$ cat src/rtl/i2cq_pkg.sv
package i2cq_pkg;
  typedef enum logic [2:0] {
    BC_OPEN    = 3'd0,
    BC_REOPEN  = 3'd1,
    BC_CLOSE   = 3'd2,
    BC_WRITE   = 3'd3,
    BC_READ    = 3'd4,
    BC_ACKBIT  = 3'd5,
    BC_HOLD    = 3'd6
  } bcmd_e;

  typedef enum logic [1:0] {
    RES_OK      = 2'd0,
    RES_IO      = 2'd1,
    RES_WRITE   = 2'd2,
    RES_TIMEOUT = 2'd3
  } res_e;

  typedef enum logic [2:0] {
    S_IDLE, S_LOAD, S_DECIDE, S_WAIT, S_DATA, S_TXWAIT, S_NEXT, S_FIN
  } state_e;

  typedef enum logic [3:0] {
    P_OPEN, P_REOPEN, P_ADDR, P_RSTOP, P_RHOLD, P_RSTART,
    P_WDATA, P_RDATA, P_RACK, P_CLOSE
  } phase_e;

  typedef enum logic [1:0] {
    A_FIRST, A_SECOND, A_RESEND
  } astep_e;
endpackage

$ cat src/rtl/i2cq_desc_store.sv
module i2cq_desc_store #(
  parameter int DEPTH = 4,
  parameter int W     = 23,
  parameter int AW    = 2
) (
  input  logic          clk,
  input  logic          we,
  input  logic [AW-1:0] waddr,
  input  logic [W-1:0]  wdata,
  input  logic [AW-1:0] raddr,
  output logic [W-1:0]  rdata
);
  logic [W-1:0] mem [DEPTH];

  always_ff @(posedge clk) begin
    if (we) mem[waddr] <= wdata;
    rdata <= mem[raddr];
  end
endmodule

$ cat src/rtl/i2cq_addr_build.sv
module i2cq_addr_build (
  input  logic [9:0] addr,
  input  logic       ten,
  input  logic       rd,
  output logic [7:0] first_b,
  output logic [7:0] second_b,
  output logic [7:0] first_rd_b
);
  always_comb begin
    if (ten) first_b = {5'b11110, addr[9:8], 1'b0};
    else     first_b = {addr[6:0], rd};
    second_b   = addr[7:0];
    first_rd_b = first_b | 8'h01;
  end
endmodule

$ cat src/rtl/i2c_xact_seq.sv
module i2c_xact_seq
  import i2cq_pkg::*;
#(
  parameter int DEPTH   = 4,
  parameter int LEN_W   = 8,
  parameter int RETRY_W = 4,
  parameter int AW      = (DEPTH > 1) ? $clog2(DEPTH) : 1,
  parameter int CW      = $clog2(DEPTH + 1)
) (
  input  logic               clk,
  input  logic               rst,
  input  logic               cfg_we,
  input  logic [AW-1:0]      cfg_idx,
  input  logic [9:0]         cfg_addr,
  input  logic               cfg_ten,
  input  logic               cfg_rd,
  input  logic [LEN_W-1:0]   cfg_len,
  input  logic               cfg_ign_nack,
  input  logic               cfg_skip_start,
  input  logic               cfg_no_rack,
  input  logic               go,
  input  logic [CW-1:0]      go_count,
  input  logic [RETRY_W-1:0] retry_limit,
  output logic               bc_valid,
  output logic [2:0]         bc_op,
  output logic [7:0]         bc_byte,
  input  logic               bc_done,
  input  logic               bc_nack,
  input  logic               bc_timeout,
  input  logic [7:0]         bc_rbyte,
  input  logic [7:0]         tx_data,
  input  logic               tx_valid,
  output logic               tx_ready,
  output logic [7:0]         rx_data,
  output logic               rx_valid,
  output logic               busy,
  output logic               done,
  output logic [1:0]         res_code,
  output logic [CW-1:0]      res_count
);
  localparam int F_ADDR   = LEN_W;
  localparam int F_TEN    = LEN_W + 10;
  localparam int F_RD     = LEN_W + 11;
  localparam int F_IGN    = LEN_W + 12;
  localparam int F_SKIP   = LEN_W + 13;
  localparam int F_NORACK = LEN_W + 14;
  localparam int DW       = LEN_W + 15;
  localparam logic [CW-1:0] MAXMSG = CW'(DEPTH);

  state_e             state;
  phase_e             phase;
  astep_e             astep;
  logic [CW-1:0]      midx, nmsg, cnt_q;
  logic [LEN_W-1:0]   rem;
  logic [RETRY_W-1:0] attempt, rlim, rlim_eff;
  res_e               code;
  logic [DW-1:0]      dsc;
  logic [7:0]         ab_first, ab_second, ab_first_rd;

  // descriptor fields of the current message
  logic [LEN_W-1:0] d_len;
  logic [9:0]       d_addr;
  logic d_ten, d_rd, d_ign, d_skip, d_norack;

  assign d_len    = dsc[LEN_W-1:0];
  assign d_addr   = dsc[F_ADDR+9:F_ADDR];
  assign d_ten    = dsc[F_TEN];
  assign d_rd     = dsc[F_RD];
  assign d_ign    = dsc[F_IGN];
  assign d_skip   = dsc[F_SKIP];
  assign d_norack = dsc[F_NORACK];
  assign rlim_eff = d_ign ? '0 : rlim;

  i2cq_desc_store #(.DEPTH(DEPTH), .W(DW), .AW(AW)) u_store (
    .clk   (clk),
    .we    (cfg_we),
    .waddr (cfg_idx),
    .wdata ({cfg_no_rack, cfg_skip_start, cfg_ign_nack, cfg_rd, cfg_ten, cfg_addr, cfg_len}),
    .raddr (midx[AW-1:0]),
    .rdata (dsc)
  );

  i2cq_addr_build u_addr (
    .addr       (d_addr),
    .ten        (d_ten),
    .rd         (d_rd),
    .first_b    (ab_first),
    .second_b   (ab_second),
    .first_rd_b (ab_first_rd)
  );

  always_ff @(posedge clk) begin
    if (rst) begin
      state     <= S_IDLE;
      phase     <= P_OPEN;
      astep     <= A_FIRST;
      midx      <= '0;
      nmsg      <= '0;
      cnt_q     <= '0;
      rem       <= '0;
      attempt   <= '0;
      rlim      <= '0;
      code      <= RES_OK;
      bc_valid  <= 1'b0;
      bc_op     <= 3'd0;
      bc_byte   <= 8'd0;
      tx_ready  <= 1'b0;
      rx_data   <= 8'd0;
      rx_valid  <= 1'b0;
      busy      <= 1'b0;
      done      <= 1'b0;
      res_code  <= 2'd0;
      res_count <= '0;
    end else begin
      bc_valid <= 1'b0;
      tx_ready <= 1'b0;
      rx_valid <= 1'b0;
      done     <= 1'b0;
      case (state)
        S_IDLE: if (go) begin
          busy     <= 1'b1;
          midx     <= '0;
          nmsg     <= (go_count > MAXMSG) ? MAXMSG : go_count;
          rlim     <= retry_limit;
          code     <= RES_OK;
          cnt_q    <= '0;
          bc_valid <= 1'b1;
          bc_op    <= BC_OPEN;
          bc_byte  <= 8'd0;
          phase    <= P_OPEN;
          state    <= S_WAIT;
        end
        S_LOAD: state <= S_DECIDE;
        S_DECIDE: begin
          rem     <= d_len;
          attempt <= '0;
          astep   <= A_FIRST;
          if (d_skip) begin
            state <= S_DATA;
          end else if (midx != '0) begin
            bc_valid <= 1'b1; bc_op <= BC_REOPEN; bc_byte <= 8'd0;
            phase <= P_REOPEN; state <= S_WAIT;
          end else begin
            bc_valid <= 1'b1; bc_op <= BC_WRITE; bc_byte <= ab_first;
            phase <= P_ADDR; state <= S_WAIT;
          end
        end
        S_WAIT: if (bc_done) begin
          if (bc_timeout && phase != P_CLOSE) begin
            code <= RES_TIMEOUT; cnt_q <= midx;
            bc_valid <= 1'b1; bc_op <= BC_CLOSE; bc_byte <= 8'd0;
            phase <= P_CLOSE;
          end else begin
            case (phase)
              P_OPEN: begin
                if (nmsg == '0) begin
                  bc_valid <= 1'b1; bc_op <= BC_CLOSE; bc_byte <= 8'd0;
                  phase <= P_CLOSE;
                end else begin
                  state <= S_LOAD;
                end
              end
              P_REOPEN: begin
                bc_valid <= 1'b1; bc_op <= BC_WRITE;
                bc_byte  <= (astep == A_RESEND) ? ab_first_rd : ab_first;
                phase    <= P_ADDR;
              end
              P_ADDR: begin
                if (astep == A_SECOND) begin
                  if (!bc_nack || d_ign) begin
                    if (d_rd) begin
                      astep <= A_RESEND; attempt <= '0;
                      bc_valid <= 1'b1; bc_op <= BC_REOPEN; bc_byte <= 8'd0;
                      phase <= P_REOPEN;
                    end else begin
                      state <= S_DATA;
                    end
                  end else begin
                    code <= RES_IO; cnt_q <= midx;
                    bc_valid <= 1'b1; bc_op <= BC_CLOSE; bc_byte <= 8'd0;
                    phase <= P_CLOSE;
                  end
                end else if (!bc_nack || d_ign) begin
                  if (astep == A_FIRST && d_ten) begin
                    astep <= A_SECOND;
                    bc_valid <= 1'b1; bc_op <= BC_WRITE; bc_byte <= ab_second;
                  end else begin
                    state <= S_DATA;
                  end
                end else if (attempt < rlim_eff) begin
                  attempt <= attempt + 1'b1;
                  bc_valid <= 1'b1; bc_op <= BC_CLOSE; bc_byte <= 8'd0;
                  phase <= P_RSTOP;
                end else begin
                  code <= RES_IO; cnt_q <= midx;
                  bc_valid <= 1'b1; bc_op <= BC_CLOSE; bc_byte <= 8'd0;
                  phase <= P_CLOSE;
                end
              end
              P_RSTOP: begin
                bc_valid <= 1'b1; bc_op <= BC_HOLD; bc_byte <= 8'd0;
                phase <= P_RHOLD;
              end
              P_RHOLD: begin
                bc_valid <= 1'b1; bc_op <= BC_OPEN; bc_byte <= 8'd0;
                phase <= P_RSTART;
              end
              P_RSTART: begin
                bc_valid <= 1'b1; bc_op <= BC_WRITE;
                bc_byte  <= (astep == A_RESEND) ? ab_first_rd : ab_first;
                phase    <= P_ADDR;
              end
              P_WDATA: begin
                if (bc_nack && !d_ign) begin
                  code <= RES_WRITE; cnt_q <= midx;
                  bc_valid <= 1'b1; bc_op <= BC_CLOSE; bc_byte <= 8'd0;
                  phase <= P_CLOSE;
                end else begin
                  rem <= rem - 1'b1;
                  state <= S_DATA;
                end
              end
              P_RDATA: begin
                rx_valid <= 1'b1;
                rx_data  <= bc_rbyte;
                rem      <= rem - 1'b1;
                if (d_norack) begin
                  state <= S_DATA;
                end else begin
                  bc_valid <= 1'b1; bc_op <= BC_ACKBIT;
                  bc_byte  <= {7'd0, (rem != LEN_W'(1))};
                  phase    <= P_RACK;
                end
              end
              P_RACK:  state <= S_DATA;
              P_CLOSE: state <= S_FIN;
              default: state <= S_FIN;
            endcase
          end
        end
        S_DATA: begin
          if (rem == '0) begin
            state <= S_NEXT;
          end else if (d_rd) begin
            bc_valid <= 1'b1; bc_op <= BC_READ; bc_byte <= 8'd0;
            phase <= P_RDATA; state <= S_WAIT;
          end else begin
            state <= S_TXWAIT;
          end
        end
        S_TXWAIT: if (tx_valid) begin
          tx_ready <= 1'b1;
          bc_valid <= 1'b1; bc_op <= BC_WRITE; bc_byte <= tx_data;
          phase <= P_WDATA; state <= S_WAIT;
        end
        S_NEXT: begin
          if (midx + 1'b1 == nmsg) begin
            cnt_q <= nmsg;
            bc_valid <= 1'b1; bc_op <= BC_CLOSE; bc_byte <= 8'd0;
            phase <= P_CLOSE; state <= S_WAIT;
          end else begin
            midx  <= midx + 1'b1;
            state <= S_LOAD;
          end
        end
        S_FIN: begin
          done      <= 1'b1;
          busy      <= 1'b0;
          res_code  <= code;
          res_count <= cnt_q;
          state     <= S_IDLE;
        end
        default: state <= S_IDLE;
      endcase
    end
  end
endmodule

$ cat config.mk
export PLATFORM = sky130hd
export DESIGN_NAME = i2c_xact_seq
export DESIGN_NICKNAME = d
export VERILOG_FILES = /design/src/rtl/i2cq_pkg.sv /design/src/rtl/i2cq_desc_store.sv /design/src/rtl/i2cq_addr_build.sv /design/src/rtl/i2c_xact_seq.sv
export SDC_FILE = /design/constraint.sdc
export NUM_CORES = 1
export LEC_CHECK = 0
export BUFFER_PORTS_ARGS = -buffer_cell sky130_fd_sc_hd__buf_2
export CORE_MARGIN = 8
export CORE_UTILIZATION = 40
export DETAILED_ROUTE_END_ITERATION = 16
export PLACE_DENSITY = 0.55
export SLEW_MARGIN = 0
export SYNTH_ARGS = -nofsm -noshare
export SYNTH_HDL_FRONTEND = slang
export SYNTH_SLANG_ARGS = --single-unit
$ cat constraint.sdc
create_clock -name clk -period 3.37 [get_ports clk]
set_input_delay 0 -clock clk [delete_from_list [all_inputs] [get_ports clk]]
set_output_delay 0 -clock clk [all_outputs]
set_load 0.02 [all_outputs]
==> impl_metrics.tcl <==
set metrics [dict create \
    reg2regPathDepth 6 \
    arrival_ns 2.94 \
    yosys.cell_types.count 72 \
    seq_area_sq_um 4526 \
    critPathKind "reg2reg" \
    via_per_inst 5.417 \
    synth_warnings 0 \
    num_vias 5699 \
    overflow 0 \
    clock.fmax_mhz 383.7 \
    synth_most_common_cell "edfxtp_1" \
    p_int_mw 4.101 \
    rows 51 \
    syn_nets 721 \
    slowest_delay_ns 0.64 \
    worst_pin_slew_ns 0.9928 \
    post_cts_buffers 0 \
    die_h_microns 155.6 \
    min_period_ns 2.606 \
    rsz0062_at_grt "no" \
    min_to "bc_byte[7]" \
    p_sw_mw 1.934 \
    drcViolationCount 0 \
    syn_to_final_growth_pct 21.52 \
    avgRoutedWirePerCell_microns 18.12 \
    syn_area_sq_um 7792 \
    placed_cell_area_sq_um 8476 \
    multiInputGateArea_sq_um 3059 \
    cp_max_fo 17 \
    antenna_found_initial 0 \
    grt_pass1_wl_microns 30630 \
    final.setup_skew_ns 0.008831 \
    ys.flop_type "edfxtp_1" \
    clock_power_share_pct 32.6 \
    fillerInstances 1750 \
    crit_chain "or4b_4, or3_4, nor2_1, a211o_1, o211ai_1, o31ai_2" \
    slew_viol_final 0 \
    drive_above_1_share_pct 23.51 \
    power_frac_seq_pct 44.6 \
    r2r_slack_ns 0.76 \
    final_cell_area_sq_um 9469 \
    seq_area_frac_synth_pct 58.06 \
    setup_viol 0 \
    design.core.area_sq_um 19270 \
    clockBufferDepth 2 \
    start_util_pct 40.44 \
    syn_area_per_cell_sq_um 11.88 \
    p_comb_share_pct 22.9 \
    hold_start "tx_data[7]" \
    ios 85 \
    track_usage_pct 16.14 \
    swShare_pct 32.04 \
    hold_violations 0 \
    hp-class "in2reg" \
    cts_tree "yes" \
    antenna_cells 0 \
    dpl.hpwl_microns 13390 \
    grt_pass1_vias 5829 \
    ys_seq_elements 180 \
    dr.pass1.iters 7 \
    async_flop_share_pct 0 \
    peakVddDrop_mv 0.3686 \
    power.density_nw_per_um2 637.4 \
    clock_latency_ns 0.42 \
    end_kind "register" \
    p_leak_nw 3.391 \
    synth_area_leaders "edfxtp_1 (35%), dfxtp_1 (23%), mux4_2 (6.6%), nand2_1 (3.0%), a21oi_1 (3.0%)" \
    maxCapViolations 0 \
    die_w_microns 155.6 \
    holdPathStages 5 \
    fin_util_pct 49.14 \
    drt-initial-drc-count 440 \
    dieArea_sq_um 24200 \
    r2r_end "bc_byte[2]" \
    cts.clk_slew.worst_paths_ns 0.07 \
    cts-root-buf "clkbuf_16" \
    ant_nets 0 \
    grt_start_max_net_pins 48 \
    finalWirelength_microns 19060 \
    r2r_start "phase[1]" \
    synth_common_cells "edfxtp_1 (92), dfxtp_1 (88), nand2_1 (62)" \
    synth_edf_count 92 \
    start_kind "register" \
    gp_congestion 0.8661 \
    postSynthCellCount 656 \
    ctsHtreeMaxLevel 4 \
    synth_top_cell_by_area "edfxtp_1" \
    synth.top_cell.area_share_pct 35.45 \
    finalPower_mw 6.035 \
    cp_slowest_cell "dfxtp_1" \
    port_buffers 84 \
    fin_nets 839 \
    relSlewSlack_pct 33.82 \
    cp.required_ns 3.70 \
    crit_buf_inv 0 \
    status "complete, no violations" \
    numCtsBuffers 17 \
    cpLargestDelayFamily "simple AND/OR/NAND/NOR gates" \
    period_share_pct 77.34 \
    timing.setup.tns_ns 0 \
    clock_sinks 180 \
]
-- final cells by class --
class	count	share of cell area [%]
repair buffers	137	9.699
multi-input cells	427	32.31
clock buffers	17	4.493
inverters	11	0.4360
well taps	265	3.502
clock inverters	15	1.771
flip-flops and latches	180	47.79
-- cell usage in the layout (no fill, tap or decap), types with 17 or more instances in the layout --
cell / n
nor3_1: 19
o21ai_0: 23
dlygate4sd3_1: 40
dfxtp_1: 87
nor2_1: 51
clkbuf_16: 17
mux4_2: 23
buf_2: 84
a21oi_1: 46
edfxtp_1: 92
nand2_1: 62
-- flip-flops by register name, summed over array words and instances, names as in the netlist, 4 cells and up --
register,count
attempt,4
bc_byte,8
phase,4
rem,8
rlim,4
rx_data,8
u_store.mem,92
u_store.rdata,23
-- worst max-delay path by stage --
stage	from	end	slack (ns)	depth (start not counted)
after floorplan	midx[0]	phase[0]	0.60	11
after global placement	phase[1]	bc_byte[5]	0.94	6
after detailed placement	phase[1]	bc_byte[2]	0.84	6
after CTS	phase[1]	bc_byte[2]	0.80	6
after global routing	phase[1]	bc_byte[2]	0.63	6
final	phase[1]	bc_byte[2]	0.76	6
-- kinds of logic after synthesis --
kind of cell	count (synthesis)	share of synthesized area (%)
XOR/XNOR	8	1.076
flip-flops	180	58.06
adder cells (fa/ha/maj)	9	1.445
buffers and inverters	49	2.858
AO/OA/AOI/OAI	158	13.95
multiplexers	40	8.863
AND/OR/NAND/NOR	212	13.74
-- stage by stage --
stage / cells / hold slack, ns / worst slack [ns]
finish: 1052 / 0.05703 / 0.7637
global route: 1052 / 0.05843 / 0.6267
CTS: 1052 / 0.03600 / 0.8021
detailed placement: 980 / 0.2162 / 0.8356
global placement: 980 / 0.2083 / 0.9362
floorplan: 656 / 0.09887 / 0.5993
-- per-layer routing --
metal  wire length (microns)  share of wire (%)  vias up  global-route usage (%)
li1                        -                  -     2715                       -
met1                    8596                 45     2789                   20.55
met2                    9351                 49      171                   26.89
met3                     822                4.3       24                   3.380
met4                     294                1.5        0                   5.407
met5                       0                  0        -                       0
-- power by group through the flow --
stage          clock (mW)  combinational, mW  sequential (mW)
5_1_grt              2.12               1.53             2.71
2_1_floorplan           0               1.02             2.66
6_report             1.96               1.38             2.69
3_5_place_dp            0               1.34             2.73
4_1_cts              2.02               1.37             2.68
3_3_place_gp            0               1.31             2.72
-- repair_timing --
item | CTS | global route
hold buffers | 40 | 0
setup endpoints to repair | 0 | 0
resized for setup | 0 | 0
hold endpoints to repair | 109 | 0
-- worst min-delay path, stage by stage --
cell	delay (ns)
buf_2	0.08
a22oi_1	0.08
o211ai_2	0.07
nand2_1	0.07
o31ai_2	0.16
Note: power is estimated with default switching activity, not from simulation.
